**src/rtl/txn_seq_pkg.sv**
```systemverilog
`timescale 1ns/1ps
package txn_seq_pkg;
  typedef enum logic [2:0] {
    ST_SLEEP,
    ST_IDLE,
    ST_OSC,
    ST_SYN,
    ST_TX,
    ST_ACKWAIT,
    ST_RXWAIT,
    ST_ACKTX
  } seq_state_e;
endpackage

```
**src/rtl/txn_timer.sv**
```systemverilog
`timescale 1ns/1ps
module txn_timer #(
  parameter int CNT_W = 16
) (
  input  logic             clk_i,
  input  logic             rst_ni,
  input  logic             load_i,
  input  logic [CNT_W-1:0] val_i,
  output logic             zero_o
);
  logic [CNT_W-1:0] cnt_q;

  always_ff @(posedge clk_i or negedge rst_ni) begin
    if (!rst_ni)             cnt_q <= '0;
    else if (load_i)         cnt_q <= val_i;
    else if (cnt_q != '0)    cnt_q <= cnt_q - 1'b1;
  end

  assign zero_o = (cnt_q == '0);

  p_cnt_step_r6: assert property (@(posedge clk_i) disable iff (!rst_ni)
    (!load_i && cnt_q != '0) |=> (cnt_q == $past(cnt_q) - 1'b1));
endmodule

```
**src/rtl/txn_seq_fsm.sv**
```systemverilog
`timescale 1ns/1ps
module txn_seq_fsm
  import txn_seq_pkg::*;
#(
  parameter int CNT_W = 16
) (
  input  logic             clk_i,
  input  logic             rst_ni,
  input  logic             go_q_i,
  output logic             accept_o,
  input  logic             rx_mode_i,
  input  logic             end_sleep_i,
  input  logic [CNT_W-1:0] osc_cfg_i,
  input  logic [CNT_W-1:0] syn_cfg_i,
  input  logic [CNT_W-1:0] to_cfg_i,
  input  logic             tx_done_i,
  input  logic             rx_valid_i,
  input  logic             ack_det_i,
  input  logic             t_zero_i,
  output logic             load_o,
  output logic [CNT_W-1:0] load_val_o,
  output logic             osc_en_o,
  output logic             syn_en_o,
  output logic             tx_en_o,
  output logic             rx_en_o,
  output logic             ack_sel_o,
  output logic             buf_wp_o,
  output logic             busy_o,
  output logic             sleep_o,
  output logic             irq_ack_o,
  output logic             irq_timeout_o,
  output logic             irq_rx_o
);
  seq_state_e state_q, state_d, low_pwr;
  logic mode_q;
  logic irq_ack_q, irq_to_q, irq_rx_q;

  assign low_pwr = end_sleep_i ? ST_SLEEP : ST_IDLE;

  always_comb begin
    state_d  = state_q;
    accept_o = 1'b0;
    unique case (state_q)
      ST_SLEEP:   if (go_q_i) begin accept_o = 1'b1; state_d = ST_OSC; end
      ST_IDLE:    if (go_q_i) begin accept_o = 1'b1; state_d = ST_SYN; end
      ST_OSC:     if (t_zero_i) state_d = ST_SYN;
      ST_SYN:     if (t_zero_i) state_d = mode_q ? ST_RXWAIT : ST_TX;
      ST_TX:      if (tx_done_i) state_d = ST_ACKWAIT;
      ST_ACKWAIT: if (ack_det_i || t_zero_i) state_d = low_pwr;
      ST_RXWAIT:  if (rx_valid_i) state_d = ST_ACKTX;
                  else if (!rx_mode_i) state_d = low_pwr;
      ST_ACKTX:   if (tx_done_i) state_d = ST_RXWAIT;
      default:    state_d = ST_SLEEP;
    endcase
  end

  always_comb begin
    unique case (state_d)
      ST_OSC:     load_val_o = osc_cfg_i;
      ST_SYN:     load_val_o = syn_cfg_i;
      ST_ACKWAIT: load_val_o = to_cfg_i;
      default:    load_val_o = '0;
    endcase
  end
  assign load_o = (state_d != state_q);

  always_ff @(posedge clk_i or negedge rst_ni) begin
    if (!rst_ni) begin
      state_q   <= ST_SLEEP;
      mode_q    <= 1'b0;
      irq_ack_q <= 1'b0;
      irq_to_q  <= 1'b0;
      irq_rx_q  <= 1'b0;
    end else begin
      state_q   <= state_d;
      if (accept_o) mode_q <= rx_mode_i;
      irq_ack_q <= (state_q == ST_ACKWAIT) && ack_det_i;
      irq_to_q  <= (state_q == ST_ACKWAIT) && !ack_det_i && t_zero_i;
      irq_rx_q  <= (state_q == ST_RXWAIT) && rx_valid_i;
    end
  end

  assign osc_en_o      = (state_q != ST_SLEEP);
  assign syn_en_o      = !(state_q inside {ST_SLEEP, ST_IDLE, ST_OSC});
  assign tx_en_o       = (state_q inside {ST_TX, ST_ACKTX});
  assign rx_en_o       = (state_q inside {ST_ACKWAIT, ST_RXWAIT});
  assign ack_sel_o     = (state_q == ST_ACKTX);
  assign buf_wp_o      = (state_q inside {ST_ACKWAIT, ST_ACKTX});
  assign busy_o        = !(state_q inside {ST_SLEEP, ST_IDLE});
  assign sleep_o       = (state_q == ST_SLEEP);
  assign irq_ack_o     = irq_ack_q;
  assign irq_timeout_o = irq_to_q;
  assign irq_rx_o      = irq_rx_q;

  p_ack_wins_r6: assert property (@(posedge clk_i) disable iff (!rst_ni)
    (state_q == ST_ACKWAIT && ack_det_i) |=> (irq_ack_o && !irq_timeout_o));
  p_wait_ends_r6: assert property (@(posedge clk_i) disable iff (!rst_ni)
    (state_q == ST_ACKWAIT && t_zero_i) |=> !busy_o);
  p_irq_idle_r5: assert property (@(posedge clk_i) disable iff (!rst_ni)
    (irq_ack_o || irq_timeout_o) |-> !busy_o);
  p_irq_excl_r6: assert property (@(posedge clk_i) disable iff (!rst_ni)
    !(irq_ack_o && irq_timeout_o));
  p_rx_pulse_r10: assert property (@(posedge clk_i) disable iff (!rst_ni)
    irq_rx_o |=> !irq_rx_o);
  p_syn_needs_osc_r8: assert property (@(posedge clk_i) disable iff (!rst_ni)
    syn_en_o |-> osc_en_o);
endmodule

```
**src/rtl/txn_sequencer.sv**
```systemverilog
`timescale 1ns/1ps
module txn_sequencer #(
  parameter int CNT_W = 16
) (
  input  logic             clk_i,
  input  logic             rst_ni,
  input  logic             go_i,
  input  logic             rx_mode_i,
  input  logic             end_sleep_i,
  input  logic [CNT_W-1:0] osc_settle_i,
  input  logic [CNT_W-1:0] syn_settle_i,
  input  logic [CNT_W-1:0] ack_timeout_i,
  input  logic             tx_done_i,
  input  logic             rx_valid_i,
  input  logic             ack_det_i,
  output logic             go_o,
  output logic             osc_en_o,
  output logic             syn_en_o,
  output logic             tx_en_o,
  output logic             rx_en_o,
  output logic             ack_sel_o,
  output logic             buf_wp_o,
  output logic             busy_o,
  output logic             sleep_o,
  output logic             irq_ack_o,
  output logic             irq_timeout_o,
  output logic             irq_rx_o
);
  logic             go_q, accept, t_load, t_zero;
  logic [CNT_W-1:0] t_val;

  // go is only latched when no transaction runs; acceptance clears it
  always_ff @(posedge clk_i or negedge rst_ni) begin
    if (!rst_ni)                go_q <= 1'b0;
    else if (accept)            go_q <= 1'b0;
    else if (go_i && !busy_o)   go_q <= 1'b1;
  end
  assign go_o = go_q;

  txn_timer #(.CNT_W(CNT_W)) u_timer (
    .clk_i  (clk_i),
    .rst_ni (rst_ni),
    .load_i (t_load),
    .val_i  (t_val),
    .zero_o (t_zero)
  );

  txn_seq_fsm #(.CNT_W(CNT_W)) u_fsm (
    .clk_i         (clk_i),
    .rst_ni        (rst_ni),
    .go_q_i        (go_q),
    .accept_o      (accept),
    .rx_mode_i     (rx_mode_i),
    .end_sleep_i   (end_sleep_i),
    .osc_cfg_i     (osc_settle_i),
    .syn_cfg_i     (syn_settle_i),
    .to_cfg_i      (ack_timeout_i),
    .tx_done_i     (tx_done_i),
    .rx_valid_i    (rx_valid_i),
    .ack_det_i     (ack_det_i),
    .t_zero_i      (t_zero),
    .load_o        (t_load),
    .load_val_o    (t_val),
    .osc_en_o      (osc_en_o),
    .syn_en_o      (syn_en_o),
    .tx_en_o       (tx_en_o),
    .rx_en_o       (rx_en_o),
    .ack_sel_o     (ack_sel_o),
    .buf_wp_o      (buf_wp_o),
    .busy_o        (busy_o),
    .sleep_o       (sleep_o),
    .irq_ack_o     (irq_ack_o),
    .irq_timeout_o (irq_timeout_o),
    .irq_rx_o      (irq_rx_o)
  );

  p_go_self_clear_r2: assert property (@(posedge clk_i) disable iff (!rst_ni)
    go_q |=> !go_q);
  p_go_ignored_r9: assert property (@(posedge clk_i) disable iff (!rst_ni)
    busy_o |-> !go_q);
  p_wp_data_r12: assert property (@(posedge clk_i) disable iff (!rst_ni)
    (tx_en_o && !ack_sel_o) |-> !buf_wp_o);
endmodule

```
**config.mk**
```make
export PLATFORM = sky130hd
export DESIGN_NAME = txn_sequencer
export DESIGN_NICKNAME = d
export VERILOG_FILES = /design/src/rtl/txn_seq_pkg.sv /design/src/rtl/txn_timer.sv /design/src/rtl/txn_seq_fsm.sv /design/src/rtl/txn_sequencer.sv
export SDC_FILE = /design/constraint.sdc
export NUM_CORES = 1
export LEC_CHECK = 0
export BUFFER_PORTS_ARGS = -buffer_cell sky130_fd_sc_hd__buf_2
export CORE_UTILIZATION = 41
export DETAILED_ROUTE_END_ITERATION = 6
export GPL_TIMING_DRIVEN = 0
export PLACE_DENSITY = 0.64
export RECOVER_POWER = 25
export SLEW_MARGIN = 10
export SYNTH_ARGS = -nofsm -noshare
export SYNTH_HDL_FRONTEND = slang
export SYNTH_HIERARCHICAL = 1
export SYNTH_SLANG_ARGS = --single-unit
```
**constraint.sdc**
```tcl
create_clock -name clk_i -period 6.6 [get_ports clk_i]
set_input_delay 0 -clock clk_i [delete_from_list [all_inputs] [get_ports clk_i]]
set_output_delay 0 -clock clk_i [all_outputs]
set_load 0.1 [all_outputs]
```
# ---- After elaboration in Yosys (flattened, before gate mapping)
# Cells that the tools add are included.
# Widths: inputs -> output; s select.
dict set report classes {
  n_addsub 1
  n_mux 19
  reduce_logical 21
  eq_ne 11
}
# cell count
set op_table {}
lappend op_table {{$pmux 16 s3} 1}
lappend op_table {{$mux 16} 2}
lappend op_table {{$mux 3} 9}
lappend op_table {{$pmux 3 s8} 1}
lappend op_table {{$logic_not 16->1} 1}
lappend op_table {{$reduce_bool 16->1} 1}
lappend op_table {{$sub 16x1->16 const B} 1}
lappend op_table {{$eq 3x3->1 const B} 5}
lappend op_table {{$eq 3x2->1 const B} 4}
lappend op_table {{$reduce_bool 2->1} 6}
lappend op_table {{$reduce_bool 3->1} 2}
lappend op_table {{$logic_and 1x1->1} 5}
lappend op_table {{$mux 1} 5}
lappend op_table {{$eq 3x1->1 const B} 1}
lappend op_table {{$logic_not 1->1} 3}
lappend op_table {{$logic_not 3->1} 1}
lappend op_table {{$ne 3x3->1} 1}
lappend op_table {{$mux 2} 1}
lappend op_table {{$reduce_or 2->1} 1}
lappend op_table {{$logic_or 1x1->1} 1}
dict set report word_totals {
  inputBits 56
  regBits 24
}

# ---- Depth between registers and ports, before layout
# Gate-level depths: netlist (run 1).
dict set report logic_depth {
  depth_word 7
  mapped_depth 16
  mapped_depth_nobuf 13
}

# ---- Hierarchy
# The synthesis (run 1) kept the hierarchy.
# module cells_per_inst instances area_per_inst_um2
set modules_own_cells {}
lappend modules_own_cells {txn_timer 107 1 999.7}
lappend modules_own_cells {txn_seq_fsm 102 1 940.9}
lappend modules_own_cells {txn_sequencer 4 1 43.8}

# ---- Worst setup path before layout (run 1)
# Ideal clock, no wire load.
dict set report synth_timing {
  path_type {register to register}
  start {register u_timer.cnt_q[0]}
  end {register u_timer.cnt_q[11]}
  arrival_time_ps 4176
  path_slack_ps 2301
  setup_time_ps 123
  period_less_slack_ps 4299
  stages_incl_launch_ff 17
  cell_sequence {dfrtp_1 > inv_1 > ha_1 > or4b_4 > or4_4 > nor4b_4 > and2_4 > o21ai_2 > nor4_4 > buf_2 > xor2_1 > nand2_1 > clkbuf_1 > inv_1 > clkbuf_1 > mux2i_1 > nor2_1}
}
# element line
set synth_lines {}
lappend synth_lines {{start, declared} txn_timer.sv:11} ;# logic [CNT_W-1:0] cnt_q;
lappend synth_lines {{start signal, assigned} txn_timer.sv:15} ;# else if (load_i) cnt_q <= val_i;
lappend synth_lines {{start signal, assigned} txn_timer.sv:16} ;# else if (cnt_q != '0) cnt_q <= cnt_q - 1'b1;
lappend synth_lines {{$logic_not 16->1 *} txn_timer.sv:19} ;# assign zero_o = (cnt_q == '0);
lappend synth_lines {{via t_zero} txn_sequencer.sv:29} ;# logic go_q, accept, t_load, t_zero;
lappend synth_lines {{$logic_or 1x1->1} txn_seq_fsm.sv:49} ;# ST_ACKWAIT: if (ack_det_i || t_zero_i) state_d = low_pwr;
lappend synth_lines {{$mux 3} txn_seq_fsm.sv:49}
lappend synth_lines {{$pmux 3 s8 *} txn_seq_fsm.sv:43} ;# unique case (state_q)
lappend synth_lines {{$ne 3x3->1 *} txn_seq_fsm.sv:65} ;# assign load_o = (state_d != state_q);
lappend synth_lines {{via t_load} txn_sequencer.sv:29}
lappend synth_lines {{$mux 16 or $reduce_bool 2->1 (tied branches)} n/a}
# The timed path passes the listed nets; every way through them passes the cells marked *. The select of a mux whose other input is x is not followed.
# A chain may end at the register's enable or synchronous reset.

# ---- Worst setup path in the final report (run 1)
dict set report layout_timing {
  start {register u_timer.cnt_q[0]}
  end {register u_timer.cnt_q[13]}
}
# Same word-level chain as after synthesis.

==> impl_metrics.env, run 1 <==
export IMPL_layout_drive_gt1_share=0.361
export IMPL_filler_cell_count=433
export IMPL_drt_initial_drc_count=99
export IMPL_path_class="reg -> reg"
export IMPL_clockPowerShare=0.126
export IMPL_end_kind="flip-flop"
export IMPL_yosys_cell_types_count=60
export IMPL_synth_area_um2=1980
export IMPL_finalWorstSetupSlack_ps=1540
export IMPL_critPathLaunch="u_timer/cnt_q[0]$_DFFE_PN0P_"
export IMPL_synth_area_leaders="dfrtp_1 (30%), a221o_1 (8.1%), nor3b_1 (7.2%)"
export IMPL_async_flop_share=1.00
export IMPL_hold_buffers=4
export IMPL_sequentialPowerShare=0.259
export IMPL_min_path_type="in -> reg"
export IMPL_synth_most_common_cell="dfrtp_1"
export IMPL_setup_viol=0
export IMPL_cp_max_fo=10
export IMPL_swShare=0.468
export IMPL_grt_pass1_wl_mm=8.51
export IMPL_cp_num_buf_inv=5
export IMPL_drc=0
export IMPL_yosys_area_top_type="dfrtp_1"
export IMPL_worst_pin_slew_ps=1360
export IMPL_ff2ff_path_depth=16
export IMPL_power_density_nw_per_um2=423
export IMPL_die_y_um=71.6
export IMPL_io_pins=68
export IMPL_ir_worst_vdd_mv=0.280
export IMPL_combinationalPowerShare=0.614
export IMPL_h_tree_depth=1
export IMPL_dp_cells=332
export IMPL_synth_cells=213
export IMPL_syn2layout_area_growth_pct=25.7
export IMPL_outcome="finished clean"
export IMPL_post_route_period_util=0.767
export IMPL_grt_usage=0.213
export IMPL_instances_no_fill=340
export IMPL_r2r_slack_ps=1540
export IMPL_yosys_warnings=6
export IMPL_firstDrtPassIters=4
export IMPL_n_antenna_cell=0
export IMPL_place_ws_ps=1580
export IMPL_die_area_um2=5120
export IMPL_worst_setup_path_start_kind="flip-flop"
export IMPL_hold_depth=2
export IMPL_cts_root_buf="clkbuf_8"
export IMPL_port_buffers=67
export IMPL_hold_viol_final=0
export IMPL_internal_power_mw=0.561
export IMPL_vias=1880
export IMPL_cap_violations=0
export IMPL_required_ps=6780
export IMPL_synth_top_cell_area_share=0.303
export IMPL_total_power_mw=1.05
export IMPL_crit_slowest_cell="nor4_4"
export IMPL_fmax_mhz=197
export IMPL_start_util=0.441
export IMPL_dpl_hpwl_mm=3.97
export IMPL_cts_tree="built"
export IMPL_ys_seq_area_frac=0.303
export IMPL_place_gp_congestion=0.824
export IMPL_slowest_delay_ps=620
export IMPL_rr_endpoint="u_timer/cnt_q[13]$_DFFE_PN0P_"
export IMPL_p_leak_nw=1.12
export IMPL_numCtsBuffers=3
export IMPL_avgViaCountPerCell=5.53
export IMPL_synth_main_ff_cell="dfrtp_1"
export IMPL_clock_sinks=24
export IMPL_wl_mm=5.19
export IMPL_setup_tns_ps=0
export IMPL_ant_nets=0
export IMPL_period_minus_slack_ps=5060
export IMPL_path_clk_slew_ps=100
export IMPL_antenna_found_initial=0
export IMPL_ys_top_cells_by_count="dfrtp_1 (24), nor2_1 (19), nor3b_1 (19)"
export IMPL_rsz0062_at_grt="false"
export IMPL_core_um2=4500
export IMPL_path_delay_family="simple AND/OR/NAND/NOR gates"
export IMPL_synth_seq_cells=24
export IMPL_die_x_um=71.6
export IMPL_overflow=0
export IMPL_min_from="rx_mode_i"
export IMPL_hold_end="u_fsm/mode_q$_DFFE_PN0P_"
export IMPL_nets=346
export IMPL_path_cells="inv_1 -> ha_1 -> or4b_4 -> or4_4 -> nor4b_4 -> and2_4 -> o21ai_2 -> nor4_4 -> buf_2 -> xor2_1 -> nand2_1 -> clkbuf_1 -> inv_1 -> clkbuf_1 -> nor2_1 -> a211oi_1"
export IMPL_switching_power_mw=0.494
export IMPL_ctsResizeCount=0
export IMPL_grt_pass1_vias=1800
export IMPL_clk_path_buf_depth=2
export IMPL_clock_latency_ps=280
export IMPL_avgRoutedWirePerCell_um=15.3
export IMPL_syn_nets=270
export IMPL_synth_edf_count=0
export IMPL_slew_viol_final=0
export IMPL_grt_max_degree=25
export IMPL_slew_headroom=0.0907
export IMPL_fin_skew_ps=9.64
export IMPL_post_cts_setup_buffers=0
export IMPL_worst_endpoint_arrival_ps=5240
export IMPL_core_rowCount=24
export IMPL_syn_avg_cell_area_um2=9.32
export IMPL_r2r_start="u_timer/cnt_q[0]$_DFFE_PN0P_"
## flip-flops by register name (all words and copies together), names as in the netlist
| signal | count |
|---|---|
| u_fsm/irq_rx_o | 1 |
| u_timer/cnt_q | 16 |
| u_fsm/state_q | 3 |
| u_fsm/irq_timeout_o | 1 |
| u_fsm/mode_q | 1 |
| u_fsm/irq_ack_o | 1 |
| go_o | 1 |
## metal layers
metal | global-route usage | vias up | routed length (µm)
met5 | 0 | - | 0
met4 | 0.0566 | 0 | 45
met3 | 0.0380 | 4 | 181
met2 | 0.370 | 57 | 2610
met1 | 0.273 | 878 | 2350
li1 | - | 941 | -
## through the flow
stage | util | hold slack (ps) | area [µm²]
after detailed placement | 0.529 | 25.8 | 2380
after CTS | 0.554 | 4.24 | 2500
after global routing | 0.554 | 18.2 | 2490
after global placement | 0.529 | 33.8 | 2380
final | 0.554 | 14.1 | 2490
after floorplan | - | -296 | 1980
## cell usage in the layout, fill, tap and decap left out, types with 4 or more instances in the layout
| cell | count |
|---|---|
| nor3b_1 | 19 |
| o21ai_1 | 4 |
| a21oi_1 | 5 |
| dlygate4sd3_1 | 4 |
| a221o_1 | 16 |
| o31ai_1 | 4 |
| dfrtp_1 | 24 |
| inv_1 | 8 |
| nand2_1 | 18 |
| nor3_1 | 4 |
| nor2_1 | 19 |
| xnor2_1 | 9 |
| clkbuf_1 | 5 |
| mux2i_1 | 8 |
| buf_2 | 69 |
| buf_4 | 4 |
| nand3b_1 | 4 |
## layout make-up
class | count | area, µm² | area share
Timing Repair Buffer | 71 | 374 | 0.150
Inverter | 9 | 33.8 | 0.0135
Tap cell | 52 | 65.1 | 0.0261
Buffer | 14 | 86.3 | 0.0346
Multi-Input combinational cell | 166 | 1260 | 0.507
Clock inverter | 1 | 30.0 | 0.0120
Sequential cell | 24 | 601 | 0.241
Clock buffer | 3 | 41.3 | 0.0165
## worst max path at each step
stage,endpoint,slack (ps),cells past startpoint
after global placement,u_timer/cnt_q[7]$_DFFE_PN0P_,1620,16
after floorplan,u_timer/cnt_q[11]$_DFFE_PN0P_,2300,16
after detailed placement,u_timer/cnt_q[7]$_DFFE_PN0P_,1580,16
after global routing,u_timer/cnt_q[13]$_DFFE_PN0P_,1230,16
final,u_timer/cnt_q[13]$_DFFE_PN0P_,1540,16
after CTS,u_timer/cnt_q[13]$_DFFE_PN0P_,1540,16
## power by group through the flow
stage / registers, mW / logic [mW] / clock network, mW
floorplan: 0.286 / 0.496 / 0
global placement: 0.273 / 0.638 / 0
detailed placement: 0.274 / 0.643 / 0
CTS: 0.272 / 0.649 / 0.136
global route: 0.282 / 0.718 / 0.142
finish: 0.274 / 0.648 / 0.133
## cells by family after synthesis
group           count (synthesis)  synth area share
compound gates                 45             0.192
buf+inv                        23            0.0605
fa+ha+maj                       1           0.00630
xor+xnor                       11            0.0486
flops                          24             0.303
simple gates                   99             0.338
mux                            10            0.0517
Note: power is estimated with default switching activity, not from simulation.
==> inputs of run 2 (changes only) <==
Clock period 6.6 ns to 4.9 ns, I/O delays scaled along.
==> run 2 against run 1 <==
Register-to-register slack lost 1200 ps. First-iteration DRC count shrank 11%. Total power grew 35%. Core utilization grew 0.17 points.
==> impl_metrics.env, run 2 (synthesized netlist as in run 1, its figures left out) <==
export IMPL_avgViaCountPerCell=5.47
export IMPL_dpl_hpwl_mm=3.97
export IMPL_path_cells="inv_1 -> ha_1 -> or4b_4 -> or4_4 -> nor4b_4 -> o21ba_2 -> a221oi_2 -> nor4_4 -> buf_2 -> xor2_1 -> nand2_1 -> clkbuf_1 -> inv_1 -> clkbuf_1 -> nor2_1 -> a211oi_1"
export IMPL_grt_pass1_vias=1807
export IMPL_power_density_nw_per_um2=569
export IMPL_path_delay_family="simple AND/OR/NAND/NOR gates"
export IMPL_grt_max_degree=25
export IMPL_ant_nets=0
export IMPL_cts_tree="built"
export IMPL_p_leak_nw=1.13
export IMPL_setup_tns_ps=0
export IMPL_wl_mm=5.17
export IMPL_dp_cells=332
export IMPL_setup_viol=0
export IMPL_rsz0062_at_grt="false"
export IMPL_worst_endpoint_arrival_ps=4760
export IMPL_finalWorstSetupSlack_ps=316
export IMPL_syn2layout_area_growth_pct=26.1
export IMPL_path_clk_slew_ps=100
export IMPL_reg_top3="u_timer/cnt_q x16, u_fsm/state_q x3"
export IMPL_multi_input_area_um2=1260
export IMPL_hold_slack_ps=16.4
export IMPL_slowest_delay_ps=570
export IMPL_mostFrequentLayoutCells="buf_2 (69), dfrtp_1 (24), nor3b_1 (19), nor2_1 (19), nand2_1 (18)"
export IMPL_worst_pin_slew_ps=1360
export IMPL_path_class="reg -> reg"
export IMPL_grt_usage=0.214
export IMPL_start_util=0.441
export IMPL_ctsResizeCount=0
export IMPL_cp_max_fo=10
export IMPL_crit_slowest_cell="nor4b_4"
export IMPL_core_rowCount=24
export IMPL_post_route_util=0.556
export IMPL_min_path_type="in -> reg"
export IMPL_fin_skew_ps=10.0
export IMPL_overflow=0
export IMPL_slew_headroom=0.0925
export IMPL_placed_area_um2=2380
export IMPL_avgRoutedWirePerCell_um=15.2
export IMPL_cp_num_buf_inv=5
export IMPL_place_gp_congestion=0.824
export IMPL_vias=1866
export IMPL_total_power_mw=1.42
export IMPL_die_y_um=71.6
export IMPL_clk_path_buf_depth=2
export IMPL_instances_no_fill=341
export IMPL_regMostFlops="u_timer/cnt_q"
export IMPL_nets=347
export IMPL_required_ps=5080
export IMPL_port_buffers=67
export IMPL_slew_viol_final=0
export IMPL_hold_viol_final=0
export IMPL_antenna_found_initial=0
export IMPL_post_route_period_util=0.936
export IMPL_firstDrtPassIters=4
export IMPL_final_common_cell="buf_2"
export IMPL_fmax_mhz=218
export IMPL_place_ws_ps=-121
export IMPL_drc=0
export IMPL_cap_violations=0
export IMPL_filler_cell_count=434
export IMPL_n_antenna_cell=0
export IMPL_die_area_um2=5120
export IMPL_clock_sinks=24
export IMPL_h_tree_depth=1
export IMPL_numCtsBuffers=3
export IMPL_io_pins=68
export IMPL_end_kind="flip-flop"
export IMPL_clock_latency_ps=280
export IMPL_layout_drive_gt1_share=0.363
export IMPL_die_x_um=71.6
export IMPL_worst_setup_path_start_kind="flip-flop"
export IMPL_drt_initial_drc_count=88
export IMPL_largest_reg_flops=16
export IMPL_finalInstanceArea_um2=2500
export IMPL_register_area_um2=601
export IMPL_grt_pass1_wl_mm=8.56
export IMPL_period_minus_slack_ps=4580
export IMPL_cts_root_buf="clkbuf_8"
export IMPL_outcome="finished clean"
export IMPL_ir_worst_vdd_mv=0.376
export IMPL_core_um2=4500
==> run 2: area by class of cell <==
cell class              count  share of cell area
flip-flops and latches     24               0.240
clock inverters             1              0.0120
well taps                  52              0.0260
clock buffers               3              0.0165
inverters                   9              0.0135
plain buffers              14              0.0345
multi-input cells         166               0.505
repair buffers             72               0.153
==> run 2: worst register-to-register path, stage by stage, from the launching register on <==
cell and delay, ps:
dfrtp_1 420, inv_1 100, ha_1 200, or4b_4 530, or4_4 450, nor4b_4 570
o21ba_2 260, a221oi_2 90, nor4_4 230, buf_2 280, xor2_1 160, nand2_1 70
clkbuf_1 220, inv_1 140, clkbuf_1 440, nor2_1 110, a211oi_1 230
==> run 2: what timing repair did <==
action	CTS	global route
setup endpoints to repair	7	0
hold buffers	4	0
hold endpoints to repair	27	0
setup buffers	1	0
==> run 2: final timing paths <==
| check | from | endpoint | slack, ps | cells after the start |
|---|---|---|---|---|
| min in group asynchronous | rst_ni | u_timer/cnt_q[0]$_DFFE_PN0P_ | 550 | 2 |
| max | u_timer/cnt_q[0]$_DFFE_PN0P_ | u_timer/cnt_q[13]$_DFFE_PN0P_ | 320 | 16 |
| max in group asynchronous | rst_ni | u_fsm/state_q[1]$_DFF_PN0_ | 3540 | 2 |
| min reg2reg | u_fsm/mode_q$_DFFE_PN0P_ | u_fsm/mode_q$_DFFE_PN0P_ | 520 | 1 |
| max reg2reg | u_timer/cnt_q[0]$_DFFE_PN0P_ | u_timer/cnt_q[13]$_DFFE_PN0P_ | 320 | 16 |
| min | rx_mode_i | u_fsm/mode_q$_DFFE_PN0P_ | 20 | 2 |
==> run 2: where the power goes <==
part	total [mW]	internal, mW	leakage (nW)	switching [mW]
combinational	0.875	0.359	0.797	0.516
clock	0.180	0.109	0.0357	0.0703
sequential	0.368	0.288	0.294	0.0795
==> run 2: routing by layer <==
| layer | vias up | routed length, µm | part of all wire | GRT usage |
|---|---|---|---|---|
| met5 | - | 0 | 0 | 0 |
| met4 | 0 | 45 | 0.0087 | 0.0566 |
| met3 | 4 | 169 | 0.033 | 0.0380 |
| met2 | 47 | 2610 | 0.50 | 0.372 |
| met1 | 873 | 2350 | 0.45 | 0.274 |
| li1 | 942 | - | - | - |
==> inputs of run 3 (changes only) <==
Settings changed: PLACE_DENSITY 0.64 to 0.75.
==> run 3 against run 2 <==
Sequential share of layout area grew 0.29 points. Largest cell class unchanged. Total power down 3.6%. Register-to-register slack lost 60 ps. Non-clock buffer count stayed put. Sequential cell count unchanged. Maximum frequency down 1.3%. Die area stayed put. Clock skew down 3.5 ps. Global-route usage is 1.2 points lower. Sequential power about the same. Cell count is 0.29% lower.
==> impl_metrics.env, run 3 (synthesized netlist as in run 1, its figures left out) <==
export IMPL_total_power_mw=1.37
export IMPL_path_clk_slew_ps=90
export IMPL_r2r_slack_ps=260
export IMPL_path_class="reg -> reg"
export IMPL_cap_violations=0
export IMPL_fmax_mhz=215
export IMPL_die_y_um=71.6
export IMPL_numCtsBuffers=3
export IMPL_min_from="rx_mode_i"
export IMPL_grt_usage=0.201
export IMPL_vias=1904
export IMPL_port_buffers=67
export IMPL_start_util=0.441
export IMPL_grt_pass1_wl_mm=8.16
export IMPL_ff2ff_path_depth=16
export IMPL_antenna_found_initial=0
export IMPL_hold_viol_final=0
export IMPL_post_route_util=0.549
export IMPL_end_kind="flip-flop"
export IMPL_fin_skew_ps=6.51
export IMPL_final_common_cell="buf_2"
export IMPL_avgRoutedWirePerCell_um=14.8
export IMPL_clock_latency_ps=260
export IMPL_setup_viol=0
export IMPL_hold_slack_ps=31.5
export IMPL_worst_setup_path_start_kind="flip-flop"
export IMPL_syn2layout_area_growth_pct=24.6
export IMPL_rsz0062_at_grt="false"
export IMPL_regMostFlops="u_timer/cnt_q"
export IMPL_n_antenna_cell=0
export IMPL_dr_wl_met2_mm=2.41
export IMPL_placed_area_um2=2380
export IMPL_mostFrequentLayoutCells="buf_2 (69), dfrtp_1 (24), nor3b_1 (19), nor2_1 (19), nand2_1 (18)"
export IMPL_grt_pass1_vias=1776
export IMPL_finalInstanceArea_um2=2470
export IMPL_met3_length_um=170
export IMPL_wl_met1_mm=2.41
export IMPL_combinationalPowerShare=0.647
export IMPL_drc=0
export IMPL_die_area_um2=5120
export IMPL_p_leak_nw=1.11
export IMPL_hold_end="u_fsm/mode_q$_DFFE_PN0P_"
export IMPL_clk_path_buf_depth=2
export IMPL_ant_nets=0
export IMPL_period_minus_slack_ps=4640
export IMPL_cts_tree="built"
export IMPL_h_tree_depth=1
export IMPL_cp_max_fo=10
export IMPL_core_um2=4500
export IMPL_min_path_type="in -> reg"
export IMPL_firstDrtPassIters=4
export IMPL_rr_endpoint="u_timer/cnt_q[13]$_DFFE_PN0P_"
export IMPL_die_x_um=71.6
export IMPL_ctsResizeCount=0
export IMPL_drt_initial_drc_count=83
export IMPL_grt_max_degree=25
export IMPL_setup_tns_ps=0
export IMPL_overflow=0
export IMPL_switching_power_mw=0.669
export IMPL_layout_drive_gt1_share=0.361
export IMPL_top_layer="met4"
export IMPL_hold_depth=2
export IMPL_avgViaCountPerCell=5.60
export IMPL_io_pins=68
export IMPL_filler_cell_count=420
export IMPL_dp_cells=332
export IMPL_cts_root_buf="clkbuf_8"
export IMPL_place_ws_ps=-105
export IMPL_reg_top3="u_timer/cnt_q x16, u_fsm/state_q x3"
export IMPL_core_rowCount=24
export IMPL_post_route_period_util=0.948
export IMPL_finalWorstSetupSlack_ps=257
export IMPL_instances_no_fill=340
export IMPL_slew_headroom=0.119
export IMPL_r2r_start="u_timer/cnt_q[0]$_DFFE_PN0P_"
export IMPL_power_density_nw_per_um2=555
export IMPL_outcome="finished clean"
export IMPL_swShare=0.488
export IMPL_place_gp_congestion=0.814
export IMPL_ir_worst_vdd_mv=0.349
export IMPL_wl_mm=5.03
export IMPL_internal_power_mw=0.703
export IMPL_dpl_hpwl_mm=3.85
export IMPL_clock_sinks=24
export IMPL_worst_pin_slew_ps=1320
export IMPL_largest_reg_flops=16
export IMPL_nets=347
export IMPL_slew_viol_final=0
export IMPL_required_ps=5060
export IMPL_worst_endpoint_arrival_ps=4810
export IMPL_sequentialPowerShare=0.269
export IMPL_clockPowerShare=0.084
==> run 3: worst max-delay path by stage <==
stage,start,end,slack (ps),cells after the start
global route,u_timer/cnt_q[0]$_DFFE_PN0P_,u_timer/cnt_q[13]$_DFFE_PN0P_,60,16
global placement,u_timer/cnt_q[0]$_DFFE_PN0P_,u_timer/cnt_q[13]$_DFFE_PN0P_,-90,16
detailed placement,u_timer/cnt_q[0]$_DFFE_PN0P_,u_timer/cnt_q[13]$_DFFE_PN0P_,-110,16
finish,u_timer/cnt_q[0]$_DFFE_PN0P_,u_timer/cnt_q[13]$_DFFE_PN0P_,260,16
CTS,u_timer/cnt_q[0]$_DFFE_PN0P_,u_timer/cnt_q[13]$_DFFE_PN0P_,330,16
floorplan,u_timer/cnt_q[0]$_DFFE_PN0P_,u_timer/cnt_q[11]$_DFFE_PN0P_,600,16
==> run 3: layout make-up <==
type / instances / area [µm²] / share of cell area
inverters: 9 / 33.8 / 0.0137
plain buffers: 14 / 86.3 / 0.0349
well taps: 52 / 65.1 / 0.0263
multi-input cells: 166 / 1260 / 0.511
flip-flops and latches: 24 / 601 / 0.243
repair buffers: 72 / 382 / 0.154
clock buffers: 3 / 41.3 / 0.0167
==> run 3: routing by layer <==
layer,track usage,vias up
li1,-,944
met5,0,-
met3,0.0127,4
met1,0.279,905
met2,0.343,51
met4,0.0566,0
==> run 3: timing repair <==
| item | CTS | global route |
|---|---|---|
| buffers inserted | 1 | 0 |
| hold buffers | 4 | 0 |
| setup endpoints to repair | 7 | 0 |
| hold endpoints to repair | 27 | 0 |
==> run 3: power groups by stage <==
| stage | sequential (mW) | clock (mW) | combinational (mW) |
|---|---|---|---|
| floorplan | 0.385 | 0 | 0.668 |
| global placement | 0.367 | 0 | 0.854 |
| detailed placement | 0.372 | 0 | 0.872 |
| CTS | 0.368 | 0.119 | 0.884 |
| global route | 0.382 | 0.125 | 0.975 |
| finish | 0.369 | 0.116 | 0.887 |
==> run 3: critical path, stage by stage (launching register included) <==
cell and delay [ps]:
dfrtp_1 410, inv_1 100, ha_1 210, or4b_4 530, or4_4 450, nor4b_4 540, o21ba_2 250, a221oi_2 80
nor4_4 290, buf_2 300, xor2_1 160, nand2_1 60, clkbuf_1 240, inv_1 130, clkbuf_1 430, nor2_1 100
a211oi_1 250
